===== src/rtl/mmc_upg_pkg.sv =====
package mmc_upg_pkg;

   typedef enum logic [3:0] {
      ST_IDLE,
      ST_SEL_ISS,
      ST_SEL_WAIT,
      ST_WID_ISS,
      ST_WID_WAIT,
      ST_WID_BUSY,
      ST_HS_ISS,
      ST_HS_WAIT,
      ST_HS_BUSY,
      ST_FIN,
      ST_ERR
   } upg_state_t;

   typedef enum logic [1:0] {
      K_SELECT = 2'd0,
      K_WIDTH  = 2'd1,
      K_SPEED  = 2'd2
   } cmd_kind_t;

   localparam logic [5:0] IDX_SELECT = 6'd7;
   localparam logic [5:0] IDX_SWITCH = 6'd6;
   localparam logic [1:0] RSP_R48    = 2'b10;
   localparam logic [1:0] RSP_R48B   = 2'b11;
   localparam logic [7:0] ACC_WRBYTE = 8'h03;
   localparam logic [7:0] XB_WIDTH   = 8'd183;
   localparam logic [7:0] XB_SPEED   = 8'd185;

   function automatic logic [1:0] width_code(input int bits);
      case (bits)
         8:       return 2'b10;
         4:       return 2'b01;
         default: return 2'b00;
      endcase
   endfunction

endpackage


===== src/rtl/mmc_upg_argfmt.sv =====
module mmc_upg_argfmt
   import mmc_upg_pkg::*;
#(
   parameter logic [15:0] RCA       = 16'h0001,
   parameter logic [1:0]  WCODE     = 2'b01
) (
   input  cmd_kind_t   kind,
   output logic [5:0]  idx,
   output logic [1:0]  rsp,
   output logic        idx_chk,
   output logic        crc_chk,
   output logic [31:0] arg
);
   localparam logic [7:0] WIDTH_VAL = {6'b0, WCODE};

   always_comb begin
      idx_chk = 1'b1;
      crc_chk = 1'b1;
      case (kind)
         K_SELECT: begin
            idx = IDX_SELECT;
            rsp = RSP_R48;
            arg = {RCA, 16'h0000};
         end
         K_WIDTH: begin
            idx = IDX_SWITCH;
            rsp = RSP_R48B;
            arg = {ACC_WRBYTE, XB_WIDTH, WIDTH_VAL, 8'h00};
         end
         default: begin
            idx = IDX_SWITCH;
            rsp = RSP_R48B;
            arg = {ACC_WRBYTE, XB_SPEED, 8'h01, 8'h00};
         end
      endcase
   end
endmodule


===== src/rtl/mmc_upg_busytmr.sv =====
module mmc_upg_busytmr #(
   parameter int LIMIT = 4096
) (
   input  logic clk,
   input  logic rst_n,
   input  logic run,
   input  logic busy,
   output logic expired
);
   localparam int CW = $clog2(LIMIT + 1);

   generate
      if (LIMIT < 2) begin : g_bad_limit
         $error("BUSY_LIMIT must be at least 2");
      end
   endgenerate

   logic [CW-1:0] cnt_q;

   always_ff @(posedge clk or negedge rst_n) begin
      if (!rst_n)          cnt_q <= '0;
      else if (!run)       cnt_q <= '0;
      else if (busy)       cnt_q <= cnt_q + 1'b1;
   end

   assign expired = run && busy && (cnt_q == CW'(LIMIT - 1));
endmodule


===== src/rtl/mmc_mode_upgrade_seq.sv =====
module mmc_mode_upgrade_seq
   import mmc_upg_pkg::*;
#(
   parameter int          SPEC_W       = 4,
   parameter int          SPEC_MIN     = 4,
   parameter logic [15:0] RCA          = 16'h0001,
   parameter int          TARGET_WIDTH = 4,
   parameter int          BUSY_LIMIT   = 4096
) (
   input  logic              clk,
   input  logic              rst_n,
   input  logic              start,
   input  logic [SPEC_W-1:0] spec_vers,
   output logic [5:0]        cmd_idx,
   output logic [1:0]        cmd_rsp_type,
   output logic              cmd_idx_chk,
   output logic              cmd_crc_chk,
   output logic [31:0]       cmd_arg,
   output logic              cmd_issue,
   input  logic              cmd_done,
   input  logic              cmd_err,
   input  logic              cmd_tmo,
   input  logic              cmd_crc_err,
   input  logic              card_busy,
   output logic [1:0]        host_width,
   output logic              host_hs,
   output logic              seq_done,
   output logic              seq_err
);
   localparam logic [1:0] WCODE = width_code(TARGET_WIDTH);

   generate
      if (!(TARGET_WIDTH == 1 || TARGET_WIDTH == 4 || TARGET_WIDTH == 8)) begin : g_bad_width
         $error("TARGET_WIDTH must be 1, 4 or 8");
      end
      if (SPEC_MIN >= (1 << SPEC_W)) begin : g_bad_spec
         $error("SPEC_MIN does not fit in SPEC_W bits");
      end
   endgenerate

   upg_state_t state_q, state_d;
   cmd_kind_t  kind;
   logic       fail, tmo_hit, in_busy;

   assign fail    = cmd_err | cmd_tmo | cmd_crc_err;
   assign in_busy = (state_q == ST_WID_BUSY) || (state_q == ST_HS_BUSY);

   mmc_upg_busytmr #(.LIMIT(BUSY_LIMIT)) u_tmr (
      .clk     (clk),
      .rst_n   (rst_n),
      .run     (in_busy),
      .busy    (card_busy),
      .expired (tmo_hit)
   );

   always_comb begin
      case (state_q)
         ST_SEL_ISS, ST_SEL_WAIT: kind = K_SELECT;
         ST_WID_ISS, ST_WID_WAIT: kind = K_WIDTH;
         default:                 kind = K_SPEED;
      endcase
   end

   mmc_upg_argfmt #(.RCA(RCA), .WCODE(WCODE)) u_fmt (
      .kind    (kind),
      .idx     (cmd_idx),
      .rsp     (cmd_rsp_type),
      .idx_chk (cmd_idx_chk),
      .crc_chk (cmd_crc_chk),
      .arg     (cmd_arg)
   );

   always_comb begin
      state_d = state_q;
      case (state_q)
         ST_IDLE:
            if (start)
               state_d = (spec_vers >= SPEC_W'(SPEC_MIN)) ? ST_SEL_ISS : ST_FIN;
         ST_SEL_ISS:  state_d = ST_SEL_WAIT;
         ST_SEL_WAIT:
            if (fail)          state_d = ST_ERR;
            else if (cmd_done) state_d = ST_WID_ISS;
         ST_WID_ISS:  state_d = ST_WID_WAIT;
         ST_WID_WAIT:
            if (fail)          state_d = ST_ERR;
            else if (cmd_done) state_d = ST_WID_BUSY;
         ST_WID_BUSY:
            if (!card_busy)    state_d = ST_HS_ISS;
            else if (tmo_hit)  state_d = ST_ERR;
         ST_HS_ISS:   state_d = ST_HS_WAIT;
         ST_HS_WAIT:
            if (fail)          state_d = ST_ERR;
            else if (cmd_done) state_d = ST_HS_BUSY;
         ST_HS_BUSY:
            if (!card_busy)    state_d = ST_FIN;
            else if (tmo_hit)  state_d = ST_ERR;
         ST_FIN:      state_d = ST_IDLE;
         ST_ERR:      state_d = ST_IDLE;
         default:     state_d = ST_IDLE;
      endcase
   end

   always_ff @(posedge clk or negedge rst_n) begin
      if (!rst_n) begin
         state_q    <= ST_IDLE;
         host_width <= 2'b00;
         host_hs    <= 1'b0;
         seq_err    <= 1'b0;
      end else begin
         state_q <= state_d;
         if (state_q == ST_WID_BUSY && !card_busy)
            host_width <= WCODE;
         if (state_q == ST_HS_BUSY && !card_busy)
            host_hs <= 1'b1;
         if (state_d == ST_ERR)
            seq_err <= 1'b1;
         else if (state_q == ST_IDLE && start)
            seq_err <= 1'b0;
      end
   end

   assign cmd_issue = (state_q == ST_SEL_ISS) || (state_q == ST_WID_ISS) ||
                      (state_q == ST_HS_ISS);
   assign seq_done  = (state_q == ST_FIN);

endmodule


===== config.mk =====
export PLATFORM = sky130hd
export DESIGN_NAME = mmc_mode_upgrade_seq
export DESIGN_NICKNAME = d
export VERILOG_FILES = /design/src/rtl/mmc_upg_pkg.sv /design/src/rtl/mmc_upg_argfmt.sv /design/src/rtl/mmc_upg_busytmr.sv /design/src/rtl/mmc_mode_upgrade_seq.sv
export SDC_FILE = /design/constraint.sdc
export NUM_CORES = 1
export LEC_CHECK = 0
export ABC_AREA = 1
export BUFFER_PORTS_ARGS = -buffer_cell sky130_fd_sc_hd__buf_2
export CAP_MARGIN = 20
export CORE_MARGIN = 3
export CORE_UTILIZATION = 40
export CTS_CLUSTER_SIZE = 12
export DETAILED_ROUTE_END_ITERATION = 8
export HOLD_SLACK_MARGIN = 0.03
export PLACE_DENSITY_LB_ADDON = 0.05
export SLEW_MARGIN = 20
export SYNTH_ARGS = -nofsm -noshare
export SYNTH_HDL_FRONTEND = slang
export SYNTH_SLANG_ARGS = --single-unit

===== constraint.sdc =====
create_clock -name clk -period 1.8 [get_ports clk]
set_input_delay 0.18 -clock clk [delete_from_list [all_inputs] [get_ports clk]]
set_output_delay 0.18 -clock clk [all_outputs]
set_load 0.02 [all_outputs]

==> out/qor.yml <==
status:
  status: "completed"
sta:
  fmax_ghz: 0.613
  fin_crit_ns: 1.63
  slew_violations: 0
  hold_violations: 0
  fin_tns_setup_ns: 0
  setup_violations: 0
  rsz0062_at_grt: "false"
  whs_ns: 0.272
  fin_crit_sh_pct: 90.7
  worst_clock_skew_ns: 0.00967
floorplanning:
  dieHeight_um: 68.1
  die-area_sq_mm: 0.00463
  io_pins: 60
  die_w_um: 68.1
  start_util_pct: 43.8
  core-area_sq_mm: 0.00352
  core.rowCount: 21
pwr:
  power_density_mw_per_mm2: 1350
  leakage_nw: 0.820
  switching_power_mw: 1.05
  power_frac_comb_pct: 50.7
  p_clk_share_pct: 21.1
  internal_power_mw: 1.16
  seqPwrFrac_pct: 28.2
  design_power_total_mw: 2.20
  peakVddDrop_uv: 604
  swShare_pct: 47.4
cells_and_area:
  drive_above_1_share_pct: 20.3
  design_area_sq_mm: 0.00163
  fillers: 374
  layout_commonest_cell: "nand2_1"
  antenna-diode-count: 0
  area.growth.synth_to_final_pct: 5.60
  layout_common_cells: "nand2_1 (48), conb_1 (32), buf_2 (25), nor2_1 (23), dfrtp_1 (19)"
  finalNetCount: 250
worst_hold_path:
  worstHoldStart: "card_busy"
  min_path_cells: 3
  hold_class: "in -> reg"
  whs_endpoint: "u_tmr.cnt_q[1]$_DFFE_PN0P_"
detailed_routing:
  wl_um: 3090
  drcViolationCount: 0
  wire_per_inst_um: 11.0
  vias: 1271
  vias_per_cell: 4.51
  drt_iter0_markers: 74
  drt_pass1_iterations: 5
  final_antenna_net_count: 0
yosys:
  synth.avg_cell_area_sq_um: 7.17
  syn_inst: 215
  synth_top_flop_cell: "dfrtp_1"
  synth_area_sq_mm: 0.00154
  yosysUniqueCellTypes: 32
  async_flop_share_pct: 100
  ys_seq_elements: 20
  synth_top_area_cell: "dfrtp_1"
  netlist_top_cells_area: "dfrtp_1 (32%), buf_4 (19%), nand2_1 (12%), nor2_1 (5.8%), inv_1 (3.9%)"
  synth_edf_count: 0
  ys_seq_area_share_pct: 32.5
  yosys_warnings: 0
  yosysTopAreaCellShare_pct: 32.5
clock_network:
  h-tree-depth: 1
  cts_tree: "built"
  clock_latency_ns: 0.27
  path_clk_slew_ns: 0.08
  cts_setup_buffers: 0
  cts-root-buf: "clkbuf_8"
  clock_path_buffers: 2
  numCtsBuffers: 3
  cts_sinks: 20
placement:
  hpwlAfterDp_um: 2480
  place_area_sq_mm: 0.00154
  gp_congestion: 0.876
  port_buffers: 25
critical_path:
  path_cells: "nor2_2, nand2_1, nand2_1, inv_1, buf_2"
  cp_top_family: "flip-flops"
  r2r_cells: 8
  critPathLaunchType: "flip-flop"
  worstSetupEndpointType: "output pin"
  path_common_cell: "nand2_1"
  critPathBufInv: 2
  r2r_end: "u_tmr.cnt_q[12]$_DFFE_PN0P_"
  worstPathMaxFanout: 6
  required_ns: 1.62
  regToRegSetupSlack_ns: 0.24
  crit_slowest_cell: "dfrtp_1"
  crit_arrival_ns: 1.45
  slowest_delay_ns: 0.47
  path_class: "reg -> out"
  r2r_start: "u_tmr.cnt_q[0]$_DFFE_PN0P_"
grt:
  grt_usage_pct: 14.6
  grt_pass1_wl_um: 5110
  gr-total-overflow: 0
  antenna_found_initial: 0
  grt_max_degree: 21
  grt_pass1_vias: 1147
job:
  maxCapViolations: 0
[Yosys cell counts, types with 2 or more instances]
cell,count
inv_1,16
nand2_1,48
or2_2,2
a21oi_1,9
o21ai_0,5
buf_4,38
nand3_1,8
o21ai_1,6
nor3_1,5
nand3_2,2
nand4_1,5
nor2_1,24
inv_2,2
nor2_2,4
o21a_1,2
dfrtp_1,20
conb_1,2
nand2_2,3
[power by group through the flow]
| stage | Clock (mW) | Sequential (mW) | Combinational (mW) |
|---|---|---|---|
| floorplan | 0 | 0.639 | 0.943 |
| global placement | 0 | 0.622 | 1.12 |
| detailed placement | 0 | 0.625 | 1.12 |
| CTS | 0.478 | 0.616 | 1.12 |
| global route | 0.500 | 0.639 | 1.25 |
| finish | 0.464 | 0.622 | 1.12 |
[state kept, by name (all words and copies together) (netlist names)]
signal and cells:
u_tmr.cnt_q 13, state_q 4, host_hs 1, host_width 1, seq_err 1
[layer usage]
layer | GRT usage, % | vias up | share of wire, %
li1 | - | 662 | -
met1 | 21.2 | 555 | 51
met2 | 21.3 | 49 | 41
met3 | 2.63 | 5 | 6.6
met5 | 0 | - | 0
met4 | 5.71 | 0 | 1.4
[final cells by class]
class	count	area [sq um]	share of cell area [%]
Inverter	18	67.6	4.15
Sequential cell	20	502	30.8
Clock inverter	1	30.0	1.84
Multi-Input combinational cell	167	787	48.3
Timing Repair Buffer	27	143	8.76
Tap cell	46	57.6	3.54
Clock buffer	3	41.3	2.54
[how the worst max path moves through the flow]
stage / from / endpoint / slack, ns / cells past startpoint
finish: state_q[2]$_DFF_PN0_ / cmd_arg[23] / 0.17 / 5
global route: state_q[2]$_DFF_PN0_ / cmd_arg[23] / 0.001 / 5
CTS: state_q[2]$_DFF_PN0_ / cmd_arg[23] / 0.1 / 5
detailed placement: u_tmr.cnt_q[0]$_DFFE_PN0P_ / u_tmr.cnt_q[12]$_DFFE_PN0P_ / 0.26 / 8
global placement: u_tmr.cnt_q[0]$_DFFE_PN0P_ / u_tmr.cnt_q[12]$_DFFE_PN0P_ / 0.28 / 8
floorplan: state_q[2]$_DFF_PN0_ / cmd_arg[20] / 0.25 / 5
[worst register-to-register path, cell delays in order (launching register included)]
cell,delay (ns)
dfrtp_1,0.47
ha_1,0.23
nand2_1,0.12
nor2_4,0.17
nand3_2,0.12
nor3_2,0.18
nand2_1,0.07
nand2_1,0.06
nand2_1,0.04
[kinds of logic after synthesis]
kind of cell             share of synthesized area (%)
AO/OA/AOI/OAI                                     9.42
XOR/XNOR                                         0.568
adder cells (fa/ha/maj)                          0.812
buffers and inverters                             23.9
flip-flops                                        32.5
other                                            0.487
AND/OR/NAND/NOR                                   32.3
[stage by stage]
| step | instances | utilization, % | setup slack [ns] |
|---|---|---|---|
| floorplan | 245 | - | 0.253 |
| global placement | 277 | 43.8 | 0.284 |
| detailed placement | 277 | 43.8 | 0.264 |
| CTS | 282 | 46.1 | 0.0999 |
| global route | 282 | 46.2 | 0.00145 |
| finish | 282 | 46.2 | 0.168 |
[timing repair]
| action | CTS | global route |
|---|---|---|
| hold buffers | 1 | 0 |
| hold endpoints to repair | 20 | 0 |
| setup endpoints to repair | 0 | 7 |
| gates resized for setup | 0 | 2 |
(Power assumes the default switching activity.)
